<file path="src/rtl/fwd_pkg.sv">
package fwd_pkg;
  typedef enum logic [1:0] {
    SEL_REG = 2'b00,
    SEL_MEM = 2'b01,
    SEL_WB  = 2'b10
  } fwd_sel_e;
endpackage

</file>
<file path="src/rtl/fwd_src_sel.sv">
module fwd_src_sel
  import fwd_pkg::*;
#(
  parameter int IDX_W = 5
) (
  input  logic [IDX_W-1:0] src_idx_i,
  input  logic [IDX_W-1:0] mem_rd_i,
  input  logic             mem_we_i,
  input  logic [IDX_W-1:0] wb_rd_i,
  input  logic             wb_we_i,
  output fwd_sel_e         sel_o
);
  logic src_live;
  logic mem_hit;
  logic wb_hit;

  assign src_live = (src_idx_i != '0);
  assign mem_hit  = mem_we_i && (mem_rd_i == src_idx_i);
  assign wb_hit   = wb_we_i && (wb_rd_i == src_idx_i);

  // newer producer first
  always_comb begin
    sel_o = SEL_REG;
    if (src_live) begin
      if (mem_hit)     sel_o = SEL_MEM;
      else if (wb_hit) sel_o = SEL_WB;
    end
  end
endmodule

</file>
<file path="src/rtl/fwd_opnd_mux.sv">
module fwd_opnd_mux
  import fwd_pkg::*;
#(
  parameter int DATA_W = 32
) (
  input  fwd_sel_e          sel_i,
  input  logic [DATA_W-1:0] reg_val_i,
  input  logic [DATA_W-1:0] mem_val_i,
  input  logic [DATA_W-1:0] wb_val_i,
  output logic [DATA_W-1:0] opnd_o
);
  always_comb begin
    unique case (sel_i)
      SEL_MEM: opnd_o = mem_val_i;
      SEL_WB:  opnd_o = wb_val_i;
      default: opnd_o = reg_val_i;
    endcase
  end
endmodule

</file>
<file path="src/rtl/rf_bypass.sv">
module rf_bypass #(
  parameter int IDX_W  = 5,
  parameter int DATA_W = 32
) (
  input  logic [IDX_W-1:0]  src_idx_i,
  input  logic [DATA_W-1:0] rf_rdata_i,
  input  logic [IDX_W-1:0]  wb_rd_i,
  input  logic              wb_we_i,
  input  logic [DATA_W-1:0] wb_data_i,
  output logic [DATA_W-1:0] opnd_o
);
  logic hit;

  assign hit    = wb_we_i && (src_idx_i != '0) && (src_idx_i == wb_rd_i);
  assign opnd_o = hit ? wb_data_i : rf_rdata_i;
endmodule

</file>
<file path="src/rtl/load_use_det.sv">
module load_use_det #(
  parameter int NUM_SRC = 2,
  parameter int IDX_W   = 5
) (
  input  logic [NUM_SRC-1:0][IDX_W-1:0] id_src_idx_i,
  input  logic                          ex_is_load_i,
  input  logic [IDX_W-1:0]              ex_rd_i,
  output logic                          stall_o
);
  logic [NUM_SRC-1:0] src_hit;

  for (genvar g = 0; g < NUM_SRC; g++) begin : g_cmp
    assign src_hit[g] = (id_src_idx_i[g] == ex_rd_i);
  end

  assign stall_o = ex_is_load_i && (ex_rd_i != '0) && (|src_hit);
endmodule

</file>
<file path="src/rtl/fwd_unit.sv">
module fwd_unit
  import fwd_pkg::*;
#(
  parameter int NUM_SRC = 2,
  parameter int IDX_W   = 5,
  parameter int DATA_W  = 32
) (
  input  logic [NUM_SRC-1:0][IDX_W-1:0]  ex_src_idx_i,
  input  logic [NUM_SRC-1:0][DATA_W-1:0] ex_src_val_i,
  input  logic [IDX_W-1:0]               exm_rd_i,
  input  logic                           exm_we_i,
  input  logic [DATA_W-1:0]              exm_alu_i,
  input  logic [IDX_W-1:0]               mwb_rd_i,
  input  logic                           mwb_we_i,
  input  logic [DATA_W-1:0]              mwb_data_i,
  input  logic [NUM_SRC-1:0][IDX_W-1:0]  id_src_idx_i,
  input  logic [NUM_SRC-1:0][DATA_W-1:0] rf_rdata_i,
  input  logic                           ex_is_load_i,
  input  logic [IDX_W-1:0]               ex_rd_i,
  output logic [NUM_SRC-1:0][1:0]        ex_sel_o,
  output logic [NUM_SRC-1:0][DATA_W-1:0] ex_opnd_o,
  output logic [NUM_SRC-1:0][DATA_W-1:0] id_opnd_o,
  output logic                           load_stall_o
);
  fwd_sel_e sel [NUM_SRC];

  for (genvar g = 0; g < NUM_SRC; g++) begin : g_op
    fwd_src_sel #(.IDX_W(IDX_W)) u_sel (
      .src_idx_i (ex_src_idx_i[g]),
      .mem_rd_i  (exm_rd_i),
      .mem_we_i  (exm_we_i),
      .wb_rd_i   (mwb_rd_i),
      .wb_we_i   (mwb_we_i),
      .sel_o     (sel[g])
    );

    fwd_opnd_mux #(.DATA_W(DATA_W)) u_mux (
      .sel_i     (sel[g]),
      .reg_val_i (ex_src_val_i[g]),
      .mem_val_i (exm_alu_i),
      .wb_val_i  (mwb_data_i),
      .opnd_o    (ex_opnd_o[g])
    );

    rf_bypass #(.IDX_W(IDX_W), .DATA_W(DATA_W)) u_byp (
      .src_idx_i  (id_src_idx_i[g]),
      .rf_rdata_i (rf_rdata_i[g]),
      .wb_rd_i    (mwb_rd_i),
      .wb_we_i    (mwb_we_i),
      .wb_data_i  (mwb_data_i),
      .opnd_o     (id_opnd_o[g])
    );

    assign ex_sel_o[g] = sel[g];
  end

  load_use_det #(.NUM_SRC(NUM_SRC), .IDX_W(IDX_W)) u_lud (
    .id_src_idx_i (id_src_idx_i),
    .ex_is_load_i (ex_is_load_i),
    .ex_rd_i      (ex_rd_i),
    .stall_o      (load_stall_o)
  );
endmodule

</file>
<file path="config.mk">
export PLATFORM = sky130hd
export DESIGN_NAME = fwd_unit
export DESIGN_NICKNAME = d
export VERILOG_FILES = /design/src/rtl/fwd_pkg.sv /design/src/rtl/fwd_src_sel.sv /design/src/rtl/fwd_opnd_mux.sv /design/src/rtl/rf_bypass.sv /design/src/rtl/load_use_det.sv /design/src/rtl/fwd_unit.sv
export SDC_FILE = /design/constraint.sdc
export NUM_CORES = 1
export LEC_CHECK = 0
export BUFFER_PORTS_ARGS = -buffer_cell sky130_fd_sc_hd__buf_4
export CORE_AREA = 2 2 142 144
export DETAILED_ROUTE_END_ITERATION = 6
export DIE_AREA = 0 0 144 146
export GPL_TIMING_DRIVEN = 0
export SLEW_MARGIN = 20
export SYNTH_ARGS = -nofsm -noshare
export SYNTH_HDL_FRONTEND = slang
export SYNTH_SLANG_ARGS = --single-unit
export TNS_END_PERCENT = 20
</file>
<file path="constraint.sdc">
create_clock -name vclk -period 2.2
set_clock_uncertainty 0.05 [all_clocks]
set_input_delay 0.11 -clock vclk [all_inputs]
set_output_delay 0.11 -clock vclk [all_outputs]
set_load 0.1 [all_outputs]
</file>
# Word-level counts from Yosys, hierarchy flattened
# Index checks and enable logic that the tools add are counted.
# totals
wordCells	38
input_bits	230
register_bits	0
# op_classes
mux	10
n_reduce_logical	16
eq_ne	12
# ops
cell	count
32-bit one-hot mux with 2 select lines	2
32-bit 2-to-1 mux	2
5-bit == test	8
5-bit nonzero test	5
2-bit 2-to-1 mux	6
1-bit logical AND	10
2-bit by 1-bit == test with 1-bit output, second input constant	2
2-bit == test, second input constant	2
2-bit OR reduction	1

# Logic depth before layout (Yosys ltp)
# logic_depth
ltp_word	7
mapped_depth	9
mapped_depth_nobuf	7

# Modules after synthesis
# From an unflattened synthesis, not the netlist that was laid out.
# hier_totals
cells_unflattened	369
hier_area_um2	2857.7
# modules_own_cells
mod	area_per_inst_um2	cells_per_inst	instances
fwd_opnd_mux	636.9	113	2
rf_bypass	594.3	45	2
fwd_src_sel	135.1	18	2
load_use_det	125.1	17	1

# Worst setup path before layout
# Ideal clock, no wire load.
# synth_timing
path_kind	input port to output port
from	input mwb_rd_i[2]
to	output ex_opnd_o[32] in the netlist's numbering
path_buffers	2
path_stages	8
arrival_ps	6678
path_slack_ps	-4638
required_time_ps	2040
path_cell_list	clkbuf_1 > xnor2_1 > nand2_1 > nor4_1 > ha_1 > clkbuf_1 > a22oi_1 > o21ai_0
# synth_rtl
element	line_no	source
start: declaration	fwd_unit.sv:13	input logic [IDX_W-1:0] mwb_rd_i,
end: declaration	fwd_unit.sv:21	output logic [NUM_SRC-1:0][DATA_W-1:0] ex_opnd_o,

==> impl_metrics.xml <==
<?xml version="1.0" encoding="UTF-8"?>
<metrics>
  <group name="timing">
    <metric name="slew_headroom" unit="">0.592</metric>
    <metric name="final_max_slew_viol_count" unit="">0</metric>
    <metric name="report.final.setup_viol" unit="">50</metric>
    <metric name="hold_ws" unit="ns">0.544</metric>
    <metric name="rsz0062_at_grt" unit="">true</metric>
    <metric name="achievable-frequency" unit="MHz">441</metric>
    <metric name="transition_time_at_the_pin_with_the_least_slew_margin" unit="ns">0.610</metric>
    <metric name="timing.final.crit_period" unit="ns">2.27</metric>
    <metric name="final_min_period_over_clock_period" unit="">1.03</metric>
    <metric name="setup_ws_final" unit="ns">-0.0677</metric>
    <metric name="final-hold-violation-count" unit="">0</metric>
  </group>
  <group name="finish">
    <metric name="num-nets-final" unit="">989</metric>
    <metric name="area_delta_synth_final" unit="%">214</metric>
    <metric name="n_antenna_cell" unit="">0</metric>
    <metric name="layout.sequential_cells" unit="">0</metric>
    <metric name="clkbuf_count" unit="">0</metric>
    <metric name="layout.cells.most_common" unit="">buf_4</metric>
    <metric name="register_area" unit="µm²">0</metric>
    <metric name="layout_cells_sized_above_1" unit="">0.756</metric>
    <metric name="mostFrequentLayoutCells" unit="">buf_4, nand2_1, buf_12, mux2_1, a22oi_2</metric>
    <metric name="finish.instance_area" unit="mm²">0.00797</metric>
    <metric name="multiInputGateArea" unit="mm²">0.00331</metric>
    <metric name="num-fill-cells" unit="">1903</metric>
  </group>
  <group name="outcome">
    <metric name="failed_checks" unit="">setup timing</metric>
    <metric name="run_status" unit="">finished with violations</metric>
  </group>
  <group name="place">
    <metric name="gp_congestion" unit="">0.854</metric>
    <metric name="numPortBuffers" unit="">358</metric>
    <metric name="placement.cell_area" unit="mm²">0.00600</metric>
    <metric name="hpwl" unit="µm">16100</metric>
    <metric name="placement.setup.worst_slack" unit="ns">-1.39</metric>
  </group>
  <group name="setup_path">
    <metric name="max_stage_delay" unit="ns">0.35</metric>
    <metric name="arrival" unit="ns">2.11</metric>
    <metric name="end_kind" unit="">primary output</metric>
    <metric name="master_of_the_slowest_instance_on_the_critical_path" unit="">nor4_4</metric>
    <metric name="crit_path_end" unit="">ex_opnd_o[24]</metric>
    <metric name="critical_path.max_fanout" unit="">10</metric>
    <metric name="timing.critical_path.buf_inv" unit="">4</metric>
    <metric name="timing.setup.critical_path_class" unit="">in2out</metric>
    <metric name="worst_path_dominant_cell_family" unit="">buffers and inverters</metric>
    <metric name="startpoint_type" unit="">input pin</metric>
    <metric name="crit_path_start" unit="">ex_src_idx_i[2]</metric>
    <metric name="timing.critical_path.cells" unit="">buf_8 &gt; xor2_1 &gt; nor4_2 &gt; and3_4 &gt; buf_4 &gt; nor4_4 &gt; ha_4 &gt; clkbuf_8 &gt; a22oi_2 &gt; o21ai_2 &gt; buf_12</metric>
    <metric name="critical_path_required" unit="ns">2.04</metric>
    <metric name="total_number_of_cells_along_the_worst_setup_path" unit="">11</metric>
  </group>
  <group name="floorplanning">
    <metric name="die_h" unit="µm">146</metric>
    <metric name="starting_density_of_the_core" unit="">0.131</metric>
    <metric name="floorplan.die_area" unit="mm²">0.0210</metric>
    <metric name="std_cell_rows" unit="">51</metric>
    <metric name="ioPinCount" unit="">363</metric>
    <metric name="die_w" unit="µm">144</metric>
    <metric name="core_region_area" unit="mm²">0.0193</metric>
  </group>
  <group name="synthesis">
    <metric name="postSynthNetCount" unit="">608</metric>
    <metric name="synth_area" unit="mm²">0.00254</metric>
    <metric name="yosysTopAreaCellShare" unit="">0.284</metric>
    <metric name="synth_top_area_cell" unit="">mux2_1</metric>
    <metric name="syn_inst" unit="">374</metric>
    <metric name="synthXorXnorAreaFrac" unit="">0.131</metric>
    <metric name="netlist-cell-type-count" unit="">20</metric>
    <metric name="yosys-mux-area-fraction" unit="">0.284</metric>
    <metric name="ys.warnings.count" unit="">0</metric>
    <metric name="synth.area.top_cells" unit="">mux2_1, a22oi_1, o21ai_0, nand2_1, xnor2_1</metric>
    <metric name="synth_sequential_area_ratio" unit="">0</metric>
    <metric name="synth_compound_gate_area_share" unit="">0.340</metric>
    <metric name="synth_simple_gate_area_frac" unit="">0.161</metric>
    <metric name="post_synth_fa_ha_maj_area_fraction" unit="">0.0197</metric>
    <metric name="dominant_combinational_cell_family_by_area_after_synthesis" unit="">compound AO/OA/AOI/OAI gates</metric>
    <metric name="syn-mean-instance-area" unit="µm²">6.78</metric>
  </group>
  <group name="power">
    <metric name="power.static_leakage" unit="nW">3.39</metric>
    <metric name="vdd_ir_drop_max" unit="V">0.000132</metric>
    <metric name="finalPower" unit="W">0.00257</metric>
    <metric name="power_per_cell_area" unit="mW/mm²">322</metric>
  </group>
  <group name="global_route">
    <metric name="grt_pass1_vias" unit="">4853</metric>
    <metric name="pin_count_of_the_biggest_net_entering_global_routing" unit="">11</metric>
    <metric name="grt_remaining_overflow" unit="">0</metric>
    <metric name="antenna_found_initial" unit="">0</metric>
    <metric name="grtUsageTotal" unit="">0.177</metric>
    <metric name="grt_first_pass_wirelength" unit="µm">28800</metric>
  </group>
  <group name="route">
    <metric name="initialDrtViolationCount" unit="">125</metric>
    <metric name="firstDrtPassIters" unit="">6</metric>
    <metric name="post_drt_via_cell_ratio" unit="">4.53</metric>
    <metric name="vias" unit="">4616</metric>
    <metric name="drcViolationCount" unit="">0</metric>
    <metric name="routed_wire_length_per_instance" unit="µm">20.3</metric>
    <metric name="postRouteWirelength" unit="µm">20700</metric>
    <metric name="ant_nets" unit="">0</metric>
  </group>
  <group name="run">
    <metric name="cap_violations" unit="">0</metric>
  </group>
  <group name="min_path">
    <metric name="worst_hold_path_type" unit="">in2out</metric>
    <metric name="worstHoldStart" unit="">ex_src_val_i[46]</metric>
  </group>
</metrics>
kinds of logic (layout without fill, tap and decap cells):
kind of cell / Yosys count / count (layout)
adder cells (fa/ha/maj): 4 / 4
XOR/XNOR: 38 / 38
AND/OR/NAND/NOR: 95 / 95
AO/OA/AOI/OAI: 136 / 136
multiplexers: 64 / 64
buffers and inverters: 37 / 416
worst min-delay path by stage:
stage                         end  slack, ns  cells past startpoint
global placement    ex_opnd_o[56]       0.60                      4
finish              ex_opnd_o[46]       0.54                      4
global route         ex_opnd_o[9]       0.56                      4
CTS                 ex_opnd_o[13]       0.55                      4
detailed placement  ex_opnd_o[30]       0.61                      4
floorplan             ex_sel_o[1]       0.41                      2
where the power goes:
| group | switching [W] | total, W | internal, W |
|---|---|---|---|
| Combinational | 0.00166 | 0.00257 | 0.000908 |
| Sequential | 0 | 0 | 0 |
| Clock | 0 | 0 | 0 |
| Total | 0.00166 | 0.00257 | 0.000908 |
metal layers:
| layer | GRT usage | share of wire | vias up | wire (µm) |
|---|---|---|---|---|
| met4 | 0.0250 | 0.015 | 0 | 304 |
| li1 | - | - | 2161 | - |
| met5 | 0 | 0 | - | 0 |
| met1 | 0.212 | 0.39 | 2206 | 8060 |
| met2 | 0.338 | 0.53 | 231 | 10900 |
| met3 | 0.0234 | 0.067 | 18 | 1390 |
timing repair:
item / CTS / global route
gates resized for setup: 336 / 58
hold endpoints to repair: 0 / 0
buffers inserted: 10 / 4
endpoints found under the setup margin: 123 / 86
pin swaps: 42 / 19
gates cloned: 4 / 4
hold buffers: 0 / 0
cells in the mapped netlist, drive strengths merged:
library cell,instances
o21ai,67
a211oi,2
xor2,14
and3,2
nand4,2
nand2,70
nor4,4
buf,6
nor3,2
or4,5
mux2,64
a22oi,64
ha,4
clkbuf,31
nor2b,2
nor2,4
o41ai,2
xnor2,24
a21oi,1
nand3,4
area by class of cell:
class	instances	area share
Tap cell	265	0.0416
Multi-Input combinational cell	337	0.415
Buffer	36	0.0723
Timing Repair Buffer	380	0.471
per-stage QoR:
step	instances	TNS (ns)	utilization
after floorplan	374	-82.57	-
after global placement	997	-64.46	0.310
after detailed placement	997	-67.37	0.310
after CTS	1010	-0.911	0.393
after global routing	1018	-6.53	0.412
final	1018	-1.17	0.412
worst min-delay path: stages:
cell	delay, ns
buf_4	0.08
nand2_1	0.05
o21ai_2	0.07
buf_12	0.17
(Power assumes the default switching activity.)
